[config.mk]
export PLATFORM = sky130hd
export DESIGN_NAME = ddr2_cmd_sched
export DESIGN_NICKNAME = d
export VERILOG_FILES = /design/src/rtl/ddr2_sched_pkg.sv /design/src/rtl/sched_countdown.sv /design/src/rtl/sched_bank_timer.sv /design/src/rtl/sched_bus_gap.sv /design/src/rtl/sched_cmd_enc.sv /design/src/rtl/ddr2_cmd_sched.sv
export SDC_FILE = /design/constraint.sdc
export NUM_CORES = 1
export LEC_CHECK = 0
export CORE_UTILIZATION = 44
export CTS_BUF_LIST = sky130_fd_sc_hd__clkbuf_4
export CTS_CLUSTER_DIAMETER = 50
export DETAILED_ROUTE_END_ITERATION = 10
export HOLD_SLACK_MARGIN = 0.03
export MAX_ROUTING_LAYER = met4
export PLACE_DENSITY = 0.62
export SYNTH_ARGS = -nofsm -noshare
export SYNTH_HDL_FRONTEND = slang
export SYNTH_SLANG_ARGS = --single-unit
[constraint.sdc]
create_clock -name clk -period 5.8 [get_ports clk]
set_input_delay 1.16 -clock clk [delete_from_list [all_inputs] [get_ports clk]]
set_output_delay 1.16 -clock clk [all_outputs]
set_load 0.02 [all_outputs]
[src/rtl/ddr2_sched_pkg.sv]
// Shared types and helpers for the DDR2 command scheduler.
// Assumes request codes are fixed by the request-side logic.
package ddr2_sched_pkg;

    typedef enum logic [1:0] {
        OP_ACT = 2'd0,
        OP_RD  = 2'd1,
        OP_WR  = 2'd2,
        OP_PRE = 2'd3
    } sched_op_e;

    // Larger of two integers, used to derive spacing terms.
    function automatic int imax(input int a, input int b);
        return (a > b) ? a : b;
    endfunction

endpackage

[src/rtl/sched_countdown.sv]
// Saturating down-counter used for every spacing rule.
// A load keeps the larger of the decremented value and the new value,
// so overlapping constraints never shorten one another.
// Assumes load_val is the wanted spacing minus one.
module sched_countdown #(
    parameter int TW = 4
) (
    input  logic          clk,
    input  logic          rst_n,
    input  logic          load,
    input  logic [TW-1:0] load_val,
    output logic [TW-1:0] cnt,
    output logic          zero
);
    logic [TW-1:0] dec;

    // Next value when no load occurs.
    always_comb begin
        dec = (cnt != '0) ? cnt - 1'b1 : '0;
    end

    // Counter register with max-merge on load.
    always_ff @(posedge clk) begin
        if (!rst_n) begin
            cnt <= '0;
        end else if (load) begin
            cnt <= (load_val > dec) ? load_val : dec;
        end else begin
            cnt <= dec;
        end
    end

    assign zero = (cnt == '0);

    // a running count keeps falling by one each clock when not reloaded.
    a_r4_count_falls: assert property (@(posedge clk) disable iff (!rst_n)
        (!load && cnt != '0) |=> (cnt == $past(cnt) - 1'b1));

endmodule

[src/rtl/sched_bank_timer.sv]
// State for one bank: open flag, close-eligibility count and reopen count.
// Assumes the top only strobes a do_* input when the request is legal.
module sched_bank_timer #(
    parameter int TW     = 4,
    parameter int RD2PRE = 3,
    parameter int WR2PRE = 8,
    parameter int TRP    = 3
) (
    input  logic clk,
    input  logic rst_n,
    input  logic do_act,
    input  logic do_rd,
    input  logic do_wr,
    input  logic do_pre,
    input  logic auto_pre,
    output logic is_open,
    output logic pre_ok,
    output logic act_ok
);
    localparam logic [TW-1:0] RD_L  = TW'(RD2PRE - 1);
    localparam logic [TW-1:0] WR_L  = TW'(WR2PRE - 1);
    localparam logic [TW-1:0] TRP_V = TW'(TRP);
    localparam logic [TW-1:0] TRP_L = TW'(TRP - 1);

    logic          cas_any;
    logic          pre_load;
    logic [TW-1:0] pre_val;
    logic [TW-1:0] pre_cnt;
    logic [TW-1:0] pre_dec;
    logic          pre_zero;
    logic          act_load;
    logic [TW-1:0] act_val;
    logic [TW-1:0] act_cnt;
    logic          act_zero;
    logic [TW-1:0] col_l;
    logic [TW-1:0] drain_l;

    assign cas_any = do_rd | do_wr;

    // Select the close spacing for this column command and the reopen load.
    always_comb begin
        col_l    = do_wr ? WR_L : RD_L;
        pre_dec  = (pre_cnt != '0) ? pre_cnt - 1'b1 : '0;
        drain_l  = (pre_dec > col_l) ? pre_dec : col_l;
        pre_load = cas_any & ~auto_pre;
        pre_val  = col_l;
        act_load = (cas_any & auto_pre) | (do_pre & is_open);
        act_val  = (cas_any & auto_pre) ? drain_l + TRP_V : TRP_L;
    end

    sched_countdown #(.TW(TW)) u_pre_cnt (
        .clk(clk), .rst_n(rst_n), .load(pre_load), .load_val(pre_val),
        .cnt(pre_cnt), .zero(pre_zero)
    );

    sched_countdown #(.TW(TW)) u_act_cnt (
        .clk(clk), .rst_n(rst_n), .load(act_load), .load_val(act_val),
        .cnt(act_cnt), .zero(act_zero)
    );

    // Open flag: set by activate, cleared by close or auto-close.
    always_ff @(posedge clk) begin
        if (!rst_n) begin
            is_open <= 1'b0;
        end else if (do_act) begin
            is_open <= 1'b1;
        end else if (do_pre || (cas_any && auto_pre)) begin
            is_open <= 1'b0;
        end
    end

    assign pre_ok = pre_zero;
    assign act_ok = act_zero & ~is_open;

    // row open only reaches a closed bank.
    a_r3_act_on_closed: assert property (@(posedge clk) disable iff (!rst_n)
        do_act |-> !is_open);
    // column commands only reach an open bank.
    a_r3_cas_on_open: assert property (@(posedge clk) disable iff (!rst_n)
        cas_any |-> is_open);
    // auto-close leaves the bank closed on the next clock.
    a_r7_auto_closes: assert property (@(posedge clk) disable iff (!rst_n)
        (cas_any && auto_pre) |=> !is_open);
    // a close of an open bank leaves it closed afterwards.
    a_r6_close_clears: assert property (@(posedge clk) disable iff (!rst_n)
        (do_pre && is_open) |=> !is_open);

endmodule

[src/rtl/sched_bus_gap.sv]
// Bus-wide spacing: column-to-column per kind and activate-to-activate.
// Assumes at most one command is issued per clock.
module sched_bus_gap #(
    parameter int TW    = 4,
    parameter int CCD   = 2,
    parameter int RD2WR = 4,
    parameter int WR2RD = 6,
    parameter int TRRD  = 2
) (
    input  logic clk,
    input  logic rst_n,
    input  logic is_act,
    input  logic is_rd,
    input  logic is_wr,
    output logic rd_ok,
    output logic wr_ok,
    output logic rrd_ok
);
    logic [TW-1:0] rd_val;
    logic [TW-1:0] wr_val;
    logic [TW-1:0] rd_cnt;
    logic [TW-1:0] wr_cnt;
    logic [TW-1:0] rrd_cnt;

    // Gap to the next read and next write, depending on the kind just sent.
    always_comb begin
        rd_val = is_rd ? TW'(CCD - 1) : TW'(WR2RD - 1);
        wr_val = is_wr ? TW'(CCD - 1) : TW'(RD2WR - 1);
    end

    sched_countdown #(.TW(TW)) u_rd_gap (
        .clk(clk), .rst_n(rst_n), .load(is_rd | is_wr), .load_val(rd_val),
        .cnt(rd_cnt), .zero(rd_ok)
    );

    sched_countdown #(.TW(TW)) u_wr_gap (
        .clk(clk), .rst_n(rst_n), .load(is_rd | is_wr), .load_val(wr_val),
        .cnt(wr_cnt), .zero(wr_ok)
    );

    sched_countdown #(.TW(TW)) u_rrd_gap (
        .clk(clk), .rst_n(rst_n), .load(is_act), .load_val(TW'(TRRD - 1)),
        .cnt(rrd_cnt), .zero(rrd_ok)
    );

    // a read blocks another read on the very next clock.
    a_r9_read_gap: assert property (@(posedge clk) disable iff (!rst_n)
        is_rd |=> !rd_ok);
    // a write blocks another write on the very next clock.
    a_r9_write_gap: assert property (@(posedge clk) disable iff (!rst_n)
        is_wr |=> !wr_ok);
    // an activate blocks another activate on the next clock.
    a_r10_act_gap: assert property (@(posedge clk) disable iff (!rst_n)
        (is_act && TRRD > 1) |=> !rrd_ok);

endmodule

[src/rtl/sched_cmd_enc.sv]
// Registers the pin encoding of an accepted request.
// Assumes fire is high for exactly one clock per accepted request.
module sched_cmd_enc
    import ddr2_sched_pkg::*;
#(
    parameter int BA_W = 3,
    parameter int AW   = 14
) (
    input  logic            clk,
    input  logic            rst_n,
    input  logic            fire,
    input  sched_op_e       op,
    input  logic [BA_W-1:0] bank,
    input  logic [AW-1:0]   addr,
    output logic            cs_n,
    output logic            ras_n,
    output logic            cas_n,
    output logic            we_n,
    output logic [BA_W-1:0] ba,
    output logic [AW-1:0]   a
);
    logic [2:0] strobes;

    // Strobe levels {ras,cas,we} for each request code.
    always_comb begin
        case (op)
            OP_ACT:  strobes = 3'b011;
            OP_RD:   strobes = 3'b101;
            OP_WR:   strobes = 3'b100;
            default: strobes = 3'b010;
        endcase
    end

    // Pin register: encoded command on accept, deselect otherwise.
    always_ff @(posedge clk) begin
        if (!rst_n || !fire) begin
            cs_n  <= 1'b1;
            ras_n <= 1'b1;
            cas_n <= 1'b1;
            we_n  <= 1'b1;
            ba    <= '0;
            a     <= '0;
        end else begin
            cs_n  <= 1'b0;
            {ras_n, cas_n, we_n} <= strobes;
            ba    <= bank;
            a     <= (op == OP_PRE) ? '0 : addr;
        end
    end

    // an accepted request selects the device on the next clock.
    a_r2_select_after_fire: assert property (@(posedge clk) disable iff (!rst_n)
        fire |=> !cs_n);
    // a cycle without acceptance yields deselect on the next clock.
    a_r2_idle_deselect: assert property (@(posedge clk) disable iff (!rst_n)
        !fire |=> (cs_n && ras_n && cas_n && we_n));

endmodule

[src/rtl/ddr2_cmd_sched.sv]
// DDR2 bank command scheduler top. Accepts one request per clock over a
// valid/ready handshake, gates it on bank state and spacing rules, and
// drives the registered command pins. Assumes one rank and that refresh
// and the data path are handled elsewhere.
module ddr2_cmd_sched
    import ddr2_sched_pkg::*;
#(
    parameter int NBANK = 8,
    parameter int AW    = 14,
    parameter int AP_BIT = 10,
    parameter int BL    = 4,
    parameter int AL    = 1,
    parameter int CL    = 3,
    parameter int TWR   = 3,
    parameter int TRTP  = 2,
    parameter int TWTR  = 2,
    parameter int TRP   = 3,
    parameter int TRRD  = 2
) (
    input  logic                     clk,
    input  logic                     rst_n,
    input  logic                     req_valid,
    output logic                     req_ready,
    input  logic [1:0]               req_op,
    input  logic [$clog2(NBANK)-1:0] req_bank,
    input  logic [AW-1:0]            req_addr,
    output logic                     ddr_cs_n,
    output logic                     ddr_ras_n,
    output logic                     ddr_cas_n,
    output logic                     ddr_we_n,
    output logic [$clog2(NBANK)-1:0] ddr_ba,
    output logic [AW-1:0]            ddr_addr
);
    localparam int BA_W   = $clog2(NBANK);
    localparam int HALF   = BL / 2;
    localparam int WL     = AL + CL - 1;
    localparam int RD2PRE = AL + HALF + imax(TRTP, 2) - 2;
    localparam int WR2PRE = WL + HALF + TWR;
    localparam int RD2WR  = HALF + 2;
    localparam int WR2RD  = CL - 1 + HALF + TWTR;
    localparam int CCD    = 2;
    localparam int TW     = $clog2(imax(WR2PRE, WR2RD) + TRP + TRRD + 2);

    sched_op_e        op;
    logic             fire;
    logic             auto_pre;
    logic             is_act;
    logic             is_rd;
    logic             is_wr;
    logic             is_pre;
    logic [NBANK-1:0] bank_open;
    logic [NBANK-1:0] bank_pre_ok;
    logic [NBANK-1:0] bank_act_ok;
    logic             rd_ok;
    logic             wr_ok;
    logic             rrd_ok;

    assign op       = sched_op_e'(req_op);
    assign auto_pre = req_addr[AP_BIT];

    // Legality of the presented request from state alone.
    always_comb begin
        case (op)
            OP_ACT:  req_ready = bank_act_ok[req_bank] & rrd_ok;
            OP_RD:   req_ready = bank_open[req_bank] & rd_ok;
            OP_WR:   req_ready = bank_open[req_bank] & wr_ok;
            default: req_ready = ~bank_open[req_bank] | bank_pre_ok[req_bank];
        endcase
    end

    // Decode the accepted request kind.
    always_comb begin
        fire   = req_valid & req_ready;
        is_act = fire & (op == OP_ACT);
        is_rd  = fire & (op == OP_RD);
        is_wr  = fire & (op == OP_WR);
        is_pre = fire & (op == OP_PRE);
    end

    genvar gi;
    generate
        for (gi = 0; gi < NBANK; gi++) begin : g_bank
            logic hit;
            assign hit = (req_bank == BA_W'(gi));

            sched_bank_timer #(
                .TW(TW), .RD2PRE(RD2PRE), .WR2PRE(WR2PRE), .TRP(TRP)
            ) u_bank (
                .clk(clk), .rst_n(rst_n),
                .do_act(is_act & hit), .do_rd(is_rd & hit),
                .do_wr(is_wr & hit), .do_pre(is_pre & hit),
                .auto_pre(auto_pre),
                .is_open(bank_open[gi]), .pre_ok(bank_pre_ok[gi]),
                .act_ok(bank_act_ok[gi])
            );
        end
    endgenerate

    sched_bus_gap #(
        .TW(TW), .CCD(CCD), .RD2WR(RD2WR), .WR2RD(WR2RD), .TRRD(TRRD)
    ) u_bus (
        .clk(clk), .rst_n(rst_n), .is_act(is_act), .is_rd(is_rd),
        .is_wr(is_wr), .rd_ok(rd_ok), .wr_ok(wr_ok), .rrd_ok(rrd_ok)
    );

    sched_cmd_enc #(.BA_W(BA_W), .AW(AW)) u_enc (
        .clk(clk), .rst_n(rst_n), .fire(fire), .op(op),
        .bank(req_bank), .addr(req_addr),
        .cs_n(ddr_cs_n), .ras_n(ddr_ras_n), .cas_n(ddr_cas_n),
        .we_n(ddr_we_n), .ba(ddr_ba), .a(ddr_addr)
    );

    // without valid, the pins show deselect on the next clock.
    a_r12_no_issue_idle: assert property (@(posedge clk) disable iff (!rst_n)
        !req_valid |=> ddr_cs_n);
    // a column command on the pins always follows an open of that bank.
    a_r3_read_needs_open: assert property (@(posedge clk) disable iff (!rst_n)
        is_rd |-> bank_open[req_bank]);

endmodule

==> run_results.csv <==
group,metric,value,unit
final_layout,syn_to_final_growth,28.1,%
timing,whs,0.499,ns
power,pwr-share-seq,0.555,
die,num_rows,47,
power,p_sw,0.409,mW
yosys,ys_seq_area_frac,0.279,
clock_tree,root_buffer,"clkbuf_4",
setup_path,r2r-start,"g_bank[3].u_bank.u_act_cnt.cnt[0]",
clock_tree,cts.sinks,105,
final_layout,final_cell_mix,"buf_4 (137), nor2_1 (112), dfxtp_1 (105), a21oi_1 (87), nand2_1 (76)",
clock_tree,path_clk_slew,0.17,ns
timing,timing.setup.tns,0,ns
detailed_routing,wl_per_cell,15.5,um
power,p_total,1.32,mW
global_route,grt_pass1_vias,6841,
final_layout,final_common_cell,"buf_4",
detailed_routing,drt-initial-drc-count,495,
power,switching_share,0.311,
global_route,grt_start_max_net_pins,45,
clock_tree,cts_max_path_buffers,2,
hold_path,hold_end,"u_bus.u_rrd_gap.cnt[3]",
clock_tree,insertion_delay,0.53,ns
placement,portBuffers,43,
yosys,ys.flop_type,"dfxtp_1",
yosys,synth_top_area_share,0.279,
detailed_routing,drc,0,
yosys,ys_types,83,
yosys,synth_largest_area_cell,"dfxtp_1",
power,p_leak,3.90,nW
placement,dp_hpwl,15500,um
yosys,synth.avg_cell_area,7.60,um2
setup_path,r2r-end,"g_bank[3].u_bank.u_act_cnt.cnt[1]",
clock_tree,cts_tree,"built",
yosys,yosys_warnings,0,
yosys,synth_edf_count,0,
yosys,synth_area_leaders,"dfxtp_1 (28%), ha_1 (10%), a21oi_1 (6.1%)",
die,start_util,0.452,
clock_tree,h-tree-depth,3,
hold_path,min-delay-start,"u_bus.u_rrd_gap.cnt[3]",
setup_path,cp-end-kind,"flip-flop",
outcome,status,"completed",
die,die_area,17600,um2
die,pin_count,44,
hold_path,min_path_cells,2,
hold_path,min_path_type,"reg2reg",
timing,rsz0062_at_grt,"false",
detailed_routing,vias_per_cell,5.59,
detailed_routing,first_pass_iters,5,
run,cap_viol_max_count,0,
timing,setup_viol,0,
setup_path,arrival,5.93,ns
detailed_routing,wl_met3,1070,um
yosys,synthArstFlopShare,0,
power,p_clk_frac,0.297,
detailed_routing,dr_wl_met2,9990,um
detailed_routing,via_count,7664,
detailed_routing,antenna_left,0,
final_layout,final_util,0.579,
setup_path,crit_fanout,5,
detailed_routing,routed.top_layer,"met4",
setup_path,ff2ff_setup_slack,0.63,ns
power,power_density,137,nW/um2
setup_path,start_kind,"primary input",
setup_path,required,6.26,ns
detailed_routing,drt_wl_total,21200,um
yosys,synth_fp_nets,1075,
setup_path,critical_path_class,"in2reg",
global_route,antenna_found_initial,1,
timing,worst_slew_margin_rel,0.322,
placement,gp_congestion,0.875,
timing,worst_pin_slew,1.01,ns
die,dieHeight,133,um
yosys,synthesis.area,7520,um2
setup_path,ff2ff_path_depth,25,
global_route,grt_pass1_wl,33900,um
final_layout,fin_nets,1229,
timing,min_period,5.47,ns
power,comb_power_share,0.148,
placement,dp_slack,-0.641,ns
global_route,globalRouteTotalUtil,0.248,
timing,worst_slack,0.327,ns
clock_tree,cts-buffers-inserted,9,
timing,clock-skew-final,0.0233,ns
detailed_routing,wl_met1,9850,um
die,die_x,133,um
yosys,synth_cells,990,
timing,max_freq,183,MHz
timing,post-route-period-util,0.944,
global_route,grt-ovfl-total,0,
yosys,ys_seq_elements,105,
timing,hold_viol,0,
timing,drv_slew,0,
power,ir_drop,0.0000877,V
power,p_int,0.909,mW
die,core_area,16600,um2
final_layout,drive_above_1_share,0.232,
-- repair_timing --
item | in CTS | in global routing
resized for setup | 5 | 60
gates cloned | 0 | 0
pin swaps | 2 | 29
hold buffers | 0 | 0
buffers inserted | 2 | 12
endpoints found under the setup margin | 8 | 32
-- worst max path at each step --
stage | startpoint | end | depth (start not counted)
2_1_floorplan | req_bank[2] | g_bank[7].u_bank.u_act_cnt.cnt[2] | 25
3_3_place_gp | req_bank[0] | g_bank[7].u_bank.u_act_cnt.cnt[2] | 25
3_5_place_dp | req_bank[0] | g_bank[5].u_bank.u_act_cnt.cnt[2] | 29
4_1_cts | req_bank[0] | g_bank[1].u_bank.u_act_cnt.cnt[1] | 28
5_1_grt | req_op[0] | g_bank[3].u_bank.u_act_cnt.cnt[1] | 27
6_report | req_op[0] | g_bank[3].u_bank.u_act_cnt.cnt[1] | 27
-- power by group through the flow --
stage	registers [mW]	logic [mW]	clock network, mW
after global routing	0.733	0.208	0.436
after detailed placement	0.747	0.185	0
after CTS	0.732	0.187	0.407
after global placement	0.746	0.185	0
after floorplan	0.751	0.0919	0
final	0.732	0.195	0.392
-- synthesized netlist by cell type (19+ instances only) --
cell type	n
a21oi_1	91
and2_1	19
clkbuf_1	29
dfxtp_1	105
ha_1	63
inv_1	33
nand2_1	81
nand2b_1	26
nand3_1	39
nor2_1	118
nor2b_1	25
nor3_1	43
nor4_1	20
o21a_1	20
o21ai_0	51
or2_2	27
-- kinds of logic after synthesis --
group                    after synthesis  share of synthesized area
AO/OA/AOI/OAI                        251                      0.217
flip-flops                           105                      0.279
AND/OR/NAND/NOR                      475                      0.330
adder cells (fa/ha/maj)               63                      0.105
XOR/XNOR                               8                    0.00931
buffers and inverters                 77                     0.0411
multiplexers                          11                     0.0186
-- registers in the layout (all words and copies together), names as in the netlist --
name	count
g_bank.u_bank.is_open	8
g_bank.u_bank.u_pre_cnt.cnt	32
u_enc.ras_n	1
u_enc.ba	3
g_bank.u_bank.u_act_cnt.cnt	32
u_enc.a	14
u_bus.u_wr_gap.cnt	4
u_enc.cas_n	1
u_enc.we_n	1
u_bus.u_rd_gap.cnt	4
u_bus.u_rrd_gap.cnt	4
u_enc.cs_n	1
-- metrics by stage --
step | area (um2) | std cells
after global placement | 9100 | 1339
final | 9640 | 1371
after floorplan | 7600 | 990
after CTS | 9270 | 1357
after detailed placement | 9100 | 1339
after global routing | 9640 | 1371
-- critical path, cell delays in order --
cell and delay [ns]:
clkdlybuf4s50_1 0.47, inv_1 0.06, ha_1 0.25, o31ai_1 0.29, buf_4 0.18, a31o_4 0.17, o211ai_4 0.09, buf_6 0.14
nor2_4 0.14, inv_2 0.06, ha_4 0.26, inv_1 0.05, o31ai_4 0.26, nand2_2 0.08, or2_4 0.26, a21boi_1 0.13
ha_2 0.19, o221a_1 0.15, nor4_2 0.25, ha_1 0.28, o21ai_1 0.08, nand2b_1 0.08, a21oi_2 0.19, nor3_4 0.07
and2_4 0.17, or2_2 0.29, a21oi_2 0.14
-- layout make-up --
class                      count  area [um2]
tap                          220         275
fill                        1558        7000
antenna                        2        5.00
sequential                   105        2100
inverter                      34         128
clock buffer                   9        67.6
clock inverter                 7        65.1
timing repair buffer         186        1550
multi-input combinational    808        5450
-- metal layers --
layer	global-route usage	vias to the layer above
met1	0.325	3574
met2	0.402	164
met4	0.0549	0
met3	0.0368	22
met5	-	-
li1	-	3904
Power figures use the tool's default switching activity.
